===== src/rtl/fcg_pkg.sv =====
package fcg_pkg;

    // Generator sequencing states
    typedef enum logic [1:0] {
        GS_IDLE    = 2'd0,  // output parked low
        GS_COUNT   = 2'd1,  // counting through the N cycles of a period
        GS_STRETCH = 2'd2   // appended low cycles (fraction carry or nudge)
    } gen_state_e;

endpackage


===== src/rtl/fcg_en_delay.sv =====
module fcg_en_delay #(
    parameter int unsigned PHASE_W = 2
) (
    input  logic               clk_i,
    input  logic               clr_i,
    input  logic               en_i,
    input  logic [PHASE_W-1:0] sel_i,
    output logic               en_o
);
    localparam int unsigned DEPTH = 1 << PHASE_W;

    logic [DEPTH-1:0] pipe_d, pipe_q;

    always_comb begin
        pipe_d = {pipe_q[DEPTH-2:0], en_i};
    end

    always_ff @(posedge clk_i or posedge clr_i) begin
        if (clr_i) begin
            pipe_q <= '0;
        end else begin
            pipe_q <= pipe_d;
        end
    end

    // Tap 0 is one cycle after the request, tap k adds k more cycles
    assign en_o = pipe_q[sel_i];

endmodule


===== src/rtl/fcg_frac_acc.sv =====
module fcg_frac_acc #(
    parameter int unsigned FRAC_W = 16
) (
    input  logic              clk_i,
    input  logic              clr_i,
    input  logic              step_i,
    input  logic [FRAC_W-1:0] frac_i,
    output logic              carry_o
);
    logic [FRAC_W:0]   sum;
    logic [FRAC_W-1:0] acc_d, acc_q;

    always_comb begin
        sum     = {1'b0, acc_q} + {1'b0, frac_i};
        carry_o = sum[FRAC_W];
        acc_d   = step_i ? sum[FRAC_W-1:0] : acc_q;
    end

    always_ff @(posedge clk_i or posedge clr_i) begin
        if (clr_i) begin
            acc_q <= '0;
        end else begin
            acc_q <= acc_d;
        end
    end

    // the accumulator only moves at a period start
    a_r5_acc_moves_on_step: assert property (@(posedge clk_i) disable iff (clr_i)
        !step_i |=> $stable(acc_q));

endmodule


===== src/rtl/fcg_duty_out.sv =====
module fcg_duty_out (
    input  logic clk_i,
    input  logic clr_i,
    input  logic hi_i,
    input  logic dc_odd_i,
    input  logic pass_i,
    output logic clk_o
);
    logic ext_d, ext_q;

    always_comb begin
        ext_d = hi_i & dc_odd_i;
    end

    // Falling-edge helper: holds the high phase for half a cycle more
    always_ff @(negedge clk_i or posedge clr_i) begin
        if (clr_i) begin
            ext_q <= 1'b0;
        end else begin
            ext_q <= ext_d;
        end
    end

    assign clk_o = pass_i ? clk_i : (hi_i | ext_q);

    // the half-cycle extension is only present for an odd corrected divisor
    a_r4_ext_only_odd: assert property (@(posedge clk_i) disable iff (clr_i)
        ext_q |-> dc_odd_i);

endmodule


===== src/rtl/frac_clkgen_slice.sv =====
module frac_clkgen_slice
    import fcg_pkg::*;
#(
    parameter int unsigned INT_W   = 16,
    parameter int unsigned FRAC_W  = 16,
    parameter int unsigned PHASE_W = 2
) (
    input  logic               clk_i,
    input  logic               rst_ni,
    input  logic               en_i,
    input  logic               kill_i,
    input  logic [PHASE_W-1:0] phase_i,
    input  logic               nudge_i,
    input  logic               dc50_i,
    input  logic [INT_W-1:0]   div_int_i,
    input  logic [FRAC_W-1:0]  div_frac_i,
    output logic               clk_o,
    output logic               running_o
);
    localparam int unsigned CNT_W = INT_W + 1;
    localparam logic [CNT_W-1:0] ONE = CNT_W'(1);

    typedef struct packed {
        gen_state_e       st;
        logic [CNT_W-1:0] cnt;
        logic [CNT_W-1:0] n;
        logic [1:0]       extra;
        logic             dcodd;
        logic             pass;
        logic             hi;
        logic             nud_prev;
        logic             nud_pend;
    } core_t;

    core_t            q, d;
    logic             clr;
    logic             en_eff;
    logic             carry;
    logic             do_start;
    logic             go_idle;
    logic             nud_edge;
    logic [CNT_W-1:0] div_n;
    logic [CNT_W-1:0] half_n;

    assign clr = ~rst_ni | kill_i;

    fcg_en_delay #(.PHASE_W(PHASE_W)) u_dly (
        .clk_i (clk_i),
        .clr_i (clr),
        .en_i  (en_i),
        .sel_i (phase_i),
        .en_o  (en_eff)
    );

    fcg_frac_acc #(.FRAC_W(FRAC_W)) u_acc (
        .clk_i   (clk_i),
        .clr_i   (clr),
        .step_i  (do_start),
        .frac_i  (div_frac_i),
        .carry_o (carry)
    );

    always_comb begin
        div_n    = (div_int_i == '0) ? {1'b1, {INT_W{1'b0}}} : {1'b0, div_int_i};
        half_n   = q.n >> 1;
        nud_edge = nudge_i & ~q.nud_prev;
        d          = q;
        d.nud_prev = nudge_i;
        do_start   = 1'b0;
        go_idle    = 1'b0;

        unique case (q.st)
            GS_IDLE: begin
                d.nud_pend = 1'b0;
                d.hi       = 1'b0;
                d.pass     = 1'b0;
                if (en_eff) begin
                    do_start = 1'b1;
                end
            end
            GS_COUNT: begin
                d.nud_pend = q.nud_pend | nud_edge;
                if (q.cnt == q.n - ONE) begin
                    if (q.extra != 2'd0) begin
                        d.st    = GS_STRETCH;
                        d.extra = q.extra - 2'd1;
                        d.hi    = 1'b0;
                        d.pass  = 1'b0;
                    end else if (en_eff) begin
                        do_start = 1'b1;
                    end else begin
                        go_idle = 1'b1;
                    end
                end else begin
                    d.cnt = q.cnt + ONE;
                    d.hi  = (q.cnt + ONE) < half_n;
                end
            end
            GS_STRETCH: begin
                d.nud_pend = q.nud_pend | nud_edge;
                if (q.extra != 2'd0) begin
                    d.extra = q.extra - 2'd1;
                end else if (en_eff) begin
                    do_start = 1'b1;
                end else begin
                    go_idle = 1'b1;
                end
            end
            default: begin
                go_idle = 1'b1;
            end
        endcase

        if (do_start) begin
            d.st       = GS_COUNT;
            d.cnt      = '0;
            d.n        = div_n;
            d.hi       = (div_n > ONE);
            d.pass     = (div_n == ONE);
            d.dcodd    = dc50_i & div_n[0] & (div_n != ONE);
            d.extra    = {1'b0, carry} + {1'b0, q.nud_pend};
            d.nud_pend = (q.st != GS_IDLE) & nud_edge;
        end

        if (go_idle) begin
            d.st       = GS_IDLE;
            d.hi       = 1'b0;
            d.pass     = 1'b0;
            d.dcodd    = 1'b0;
            d.extra    = 2'd0;
            d.nud_pend = 1'b0;
        end
    end

    always_ff @(posedge clk_i or posedge clr) begin
        if (clr) begin
            q   <= '0;
            q.n <= ONE;
        end else begin
            q <= d;
        end
    end

    fcg_duty_out u_out (
        .clk_i    (clk_i),
        .clr_i    (clr),
        .hi_i     (q.hi),
        .dc_odd_i (q.dcodd),
        .pass_i   (q.pass),
        .clk_o    (clk_o)
    );

    assign running_o = (q.st != GS_IDLE);

    // the position inside a period never reaches the latched divisor
    a_r1_cnt_in_period: assert property (@(posedge clk_i) disable iff (clr)
        (q.st != GS_IDLE) |-> (q.cnt < q.n));

    // the high phase only covers the first half of a period
    a_r3_high_first_half: assert property (@(posedge clk_i) disable iff (clr)
        q.hi |-> (q.st == GS_COUNT) && (q.cnt < (q.n >> 1)));

    // source pass-through only with a unit divisor
    a_r3_pass_unit: assert property (@(posedge clk_i) disable iff (clr)
        q.pass |-> (q.n == ONE));

    // appended cycles are low
    a_r5_stretch_low: assert property (@(posedge clk_i) disable iff (clr)
        (q.st == GS_STRETCH) |-> (!q.hi && !q.pass));

    // the generator stops only at a period boundary
    a_r7_stop_on_boundary: assert property (@(posedge clk_i) disable iff (clr)
        $fell(running_o) |-> $past((q.extra == 2'd0) &&
            ((q.st == GS_STRETCH) || ((q.st == GS_COUNT) && (q.cnt == q.n - ONE)))));

endmodule


===== config.mk =====
export PLATFORM = sky130hd
export DESIGN_NAME = frac_clkgen_slice
export DESIGN_NICKNAME = d
export VERILOG_FILES = /design/src/rtl/fcg_pkg.sv /design/src/rtl/fcg_en_delay.sv /design/src/rtl/fcg_frac_acc.sv /design/src/rtl/fcg_duty_out.sv /design/src/rtl/frac_clkgen_slice.sv
export SDC_FILE = /design/constraint.sdc
export NUM_CORES = 1
export LEC_CHECK = 0
export BUFFER_PORTS_ARGS = -buffer_cell sky130_fd_sc_hd__buf_2
export CAP_MARGIN = 20
export CORE_ASPECT_RATIO = 1.1
export CORE_MARGIN = 2
export CORE_UTILIZATION = 25
export CTS_CLUSTER_DIAMETER = 120
export DETAILED_ROUTE_END_ITERATION = 7
export SYNTH_ARGS = -nofsm -noshare
export SYNTH_HDL_FRONTEND = slang
export SYNTH_SLANG_ARGS = --single-unit

===== constraint.sdc =====
create_clock -name clk_i -period 15.4 [get_ports clk_i]
set_clock_uncertainty 0.15 [all_clocks]
set_input_delay 3.85 -clock clk_i [delete_from_list [all_inputs] [get_ports clk_i]]
set_output_delay 3.85 -clock clk_i [all_outputs]
set_load 0.05 [all_outputs]

==> results.md <==
* Result of the run: complete, no violations
* Leading cell type in the layout, fill and taps excluded: dfrtp_1
* Via density at 4.618
* CTS tree: done
* DRT Pass-1 Iters at 4
* Die width at 133.9 um
* Leakage at 0.002490 uW
* Syn avg cell area at 9.059 um2
* Syn Inst Count at 512
* Top_reg_cell synth: dfrtp_1
* # setup viols final at 0
* Worst EP arrival at 9.01 ns
* CP Max Fanout at 1
* Share of post-route cells with drive strength above 1 at 0.1613
* Worst skew pair latency at 0.46 ns
* Placed Instances at 782
* Pin count of the biggest net entering global routing at 45
* Synth unique cells at 65
* Unrepaired setup endpoints after global routing: false
* Fin area at 0.005504 mm2
* # diodes at 0
* Area of the die at 0.01966 mm2
* Fin. Hold Viols at 0
* Pwr/cell area at 193.0 mW/mm2
* Hold-fix buffers, CTS at 0
* Synth Register Bits at 64
* TNS Setup at 0 ns
* Via count at 3699
* Setup Buffers After CTS at 0
* Die Y at 146.9 um
* First-pass GRT wire length at 17.76 mm
* Most frequent cells in the layout: dfrtp_1, nand2_1, buf_2
* Hpwl dp at 8.055 mm
* Slew margin rel. at 0.5140
* Max Cap Viol at 0
* Wire per inst at 13.42 um
* Final Wtd Congestion at 0.8798
* Synthesized area at 0.004638 mm2
* Number of port buffers at 41
* Startpoint types: flip-flop
* Min-delay worst type: reg2reg
* DRC at 0
* Synth warn at 0
* Pre-CTS setup slack at 2.911 ns
* Initial antenna violation count at 0
* CTS clk-pin slew, worst paths at 0.06 ns
* Ys async rst share at 1.000
* Critical Path RT at 11.40 ns
* All-Layer GR Usage at 0.1165
* Final WS setup at 2.394 ns
* CTS resizes at 0
* # rows at 52
* Least-Margin Pin Slew at 0.7263 ns
* VDD IR max at 0.00007796 V
* Register area share after synthesis at 0.3456
* Total wire length at 10.75 mm
* EDFF count, synth at 0
* Post-layout nets at 633
* Hold_ws at 0.2197 ns
* Worst path cell trace: nor2_1, o21ai_0, buf_2
* Syn_nets at 592
* Antenna violation net count after detailed routing at 0
* Peak per-stage delay on the critical path at 0.38 ns
* Core Box Area at 0.01828 mm2
* Io pins at 42
* CP Capture Type: output port
* Slowest cell on crit path: dfrtn_1
* Vias in the first global route at 3655
* Post-DP Area at 0.005097 mm2
* Slew Viols, Final at 0
* Initial Util at 0.2537
* Total congestion overflow at 0
* Iter 0 DRT Violations at 147
* Post-Layout Cell Count at 801
* Setup CP Type: reg2out
* Synth-to-layout area growth at 18.67%
cell usage after synthesis (all sizes together) (3+ instances only):
master | number | area, um2
a21o | 4 | 30.03
a21oi | 13 | 65.06
a31oi | 6 | 37.54
and2 | 8 | 50.05
and3 | 9 | 56.30
buf | 11 | 68.81
clkbuf | 7 | 26.28
dfrtp | 62 | 1551
ha | 39 | 488.0
inv | 37 | 138.9
mux2 | 14 | 157.7
mux2i | 5 | 50.05
nand2 | 47 | 176.4
nand2b | 5 | 31.28
nand3 | 19 | 95.09
nand3b | 3 | 22.52
nand4 | 15 | 93.84
nor2 | 37 | 138.9
nor2b | 3 | 18.77
nor3 | 11 | 55.05
nor4 | 9 | 77.57
o21a | 6 | 45.04
o21ai | 39 | 198.9
o31ai | 3 | 22.52
xnor2 | 32 | 280.3
xor2 | 29 | 254.0
layer usage:
layer  global-route usage  share of wire  vias to the layer above  wire length, um
li1                     -              -                     1884                -
met5                    0              0                        -                0
met1               0.1433           0.47                     1729             5046
met2               0.1831           0.46                       69             4961
met4              0.05957          0.024                        0              262
met3              0.03692          0.045                       17              481
logic make-up (layout without fill, tap and decap cells):
| logic type | Yosys count | after routing | synth area share |
|---|---|---|---|
| buf+inv | 55 | 101 | 0.05044 |
| simple gates | 178 | 178 | 0.2002 |
| compound gates | 94 | 94 | 0.1295 |
| mux | 20 | 20 | 0.04964 |
| xor+xnor | 61 | 61 | 0.1152 |
| fa+ha+maj | 40 | 40 | 0.1095 |
| flops | 64 | 64 | 0.3456 |
power breakdown:
group          leakage [uW]  switching [uW]  internal [uW]  total, uW
logic               0.00148             248            226        474
registers          0.000811            81.2            235        316
clock network      0.000197            91.5            181        272
area by class of cell:
cell class | count | area (um2)
Fill cell | 1932 | 12780
Multi-Input combinational cell | 393 | 2816
Sequential cell | 64 | 1603
Clock buffer | 14 | 319.1
Tap cell | 243 | 304.0
Timing Repair Buffer | 44 | 230.2
Inverter | 37 | 138.9
Clock inverter | 6 | 92.59
through the flow:
| stage | power (uW) | utilization |
|---|---|---|
| 3_5_place_dp | 796.1 | 0.2788 |
| 5_1_grt | 1156 | 0.3011 |
| 4_1_cts | 1073 | 0.3011 |
| 3_3_place_gp | 790.6 | 0.2788 |
| 6_report | 1062 | 0.3011 |
| 2_1_floorplan | 696.9 | - |
state kept, by name, summed over array words and instances (netlist names):
signal	flops
u_dly.pipe_q	4
q	27
u_out.ext_q	1
u_acc.acc_q	16
half_n	16
critical path, delay by kind of cell, from the launching register on:
kind                   cells  cell delay [ns]
AO/OA/AOI/OAI              1             0.12
buffers and inverters      1             0.29
AND/OR/NAND/NOR            1             0.03
flip-flops                 1             0.38
path summary, 6_finish.rpt:
path	start	to	slack [ns]	depth (start not counted)
max	u_out.ext_q	clk_o	2.39	3
min	u_dly.pipe_q[2]	u_dly.pipe_q[3]	0.22	0
max reg2reg	q[2]	u_out.ext_q	6.88	1
min reg2reg	u_dly.pipe_q[2]	u_dly.pipe_q[3]	0.22	0
max in group asynchronous	kill_i	u_out.ext_q	3.86	3
min in group asynchronous	rst_ni	q[29]	3.36	3
Note: power is estimated with default switching activity, not from simulation.
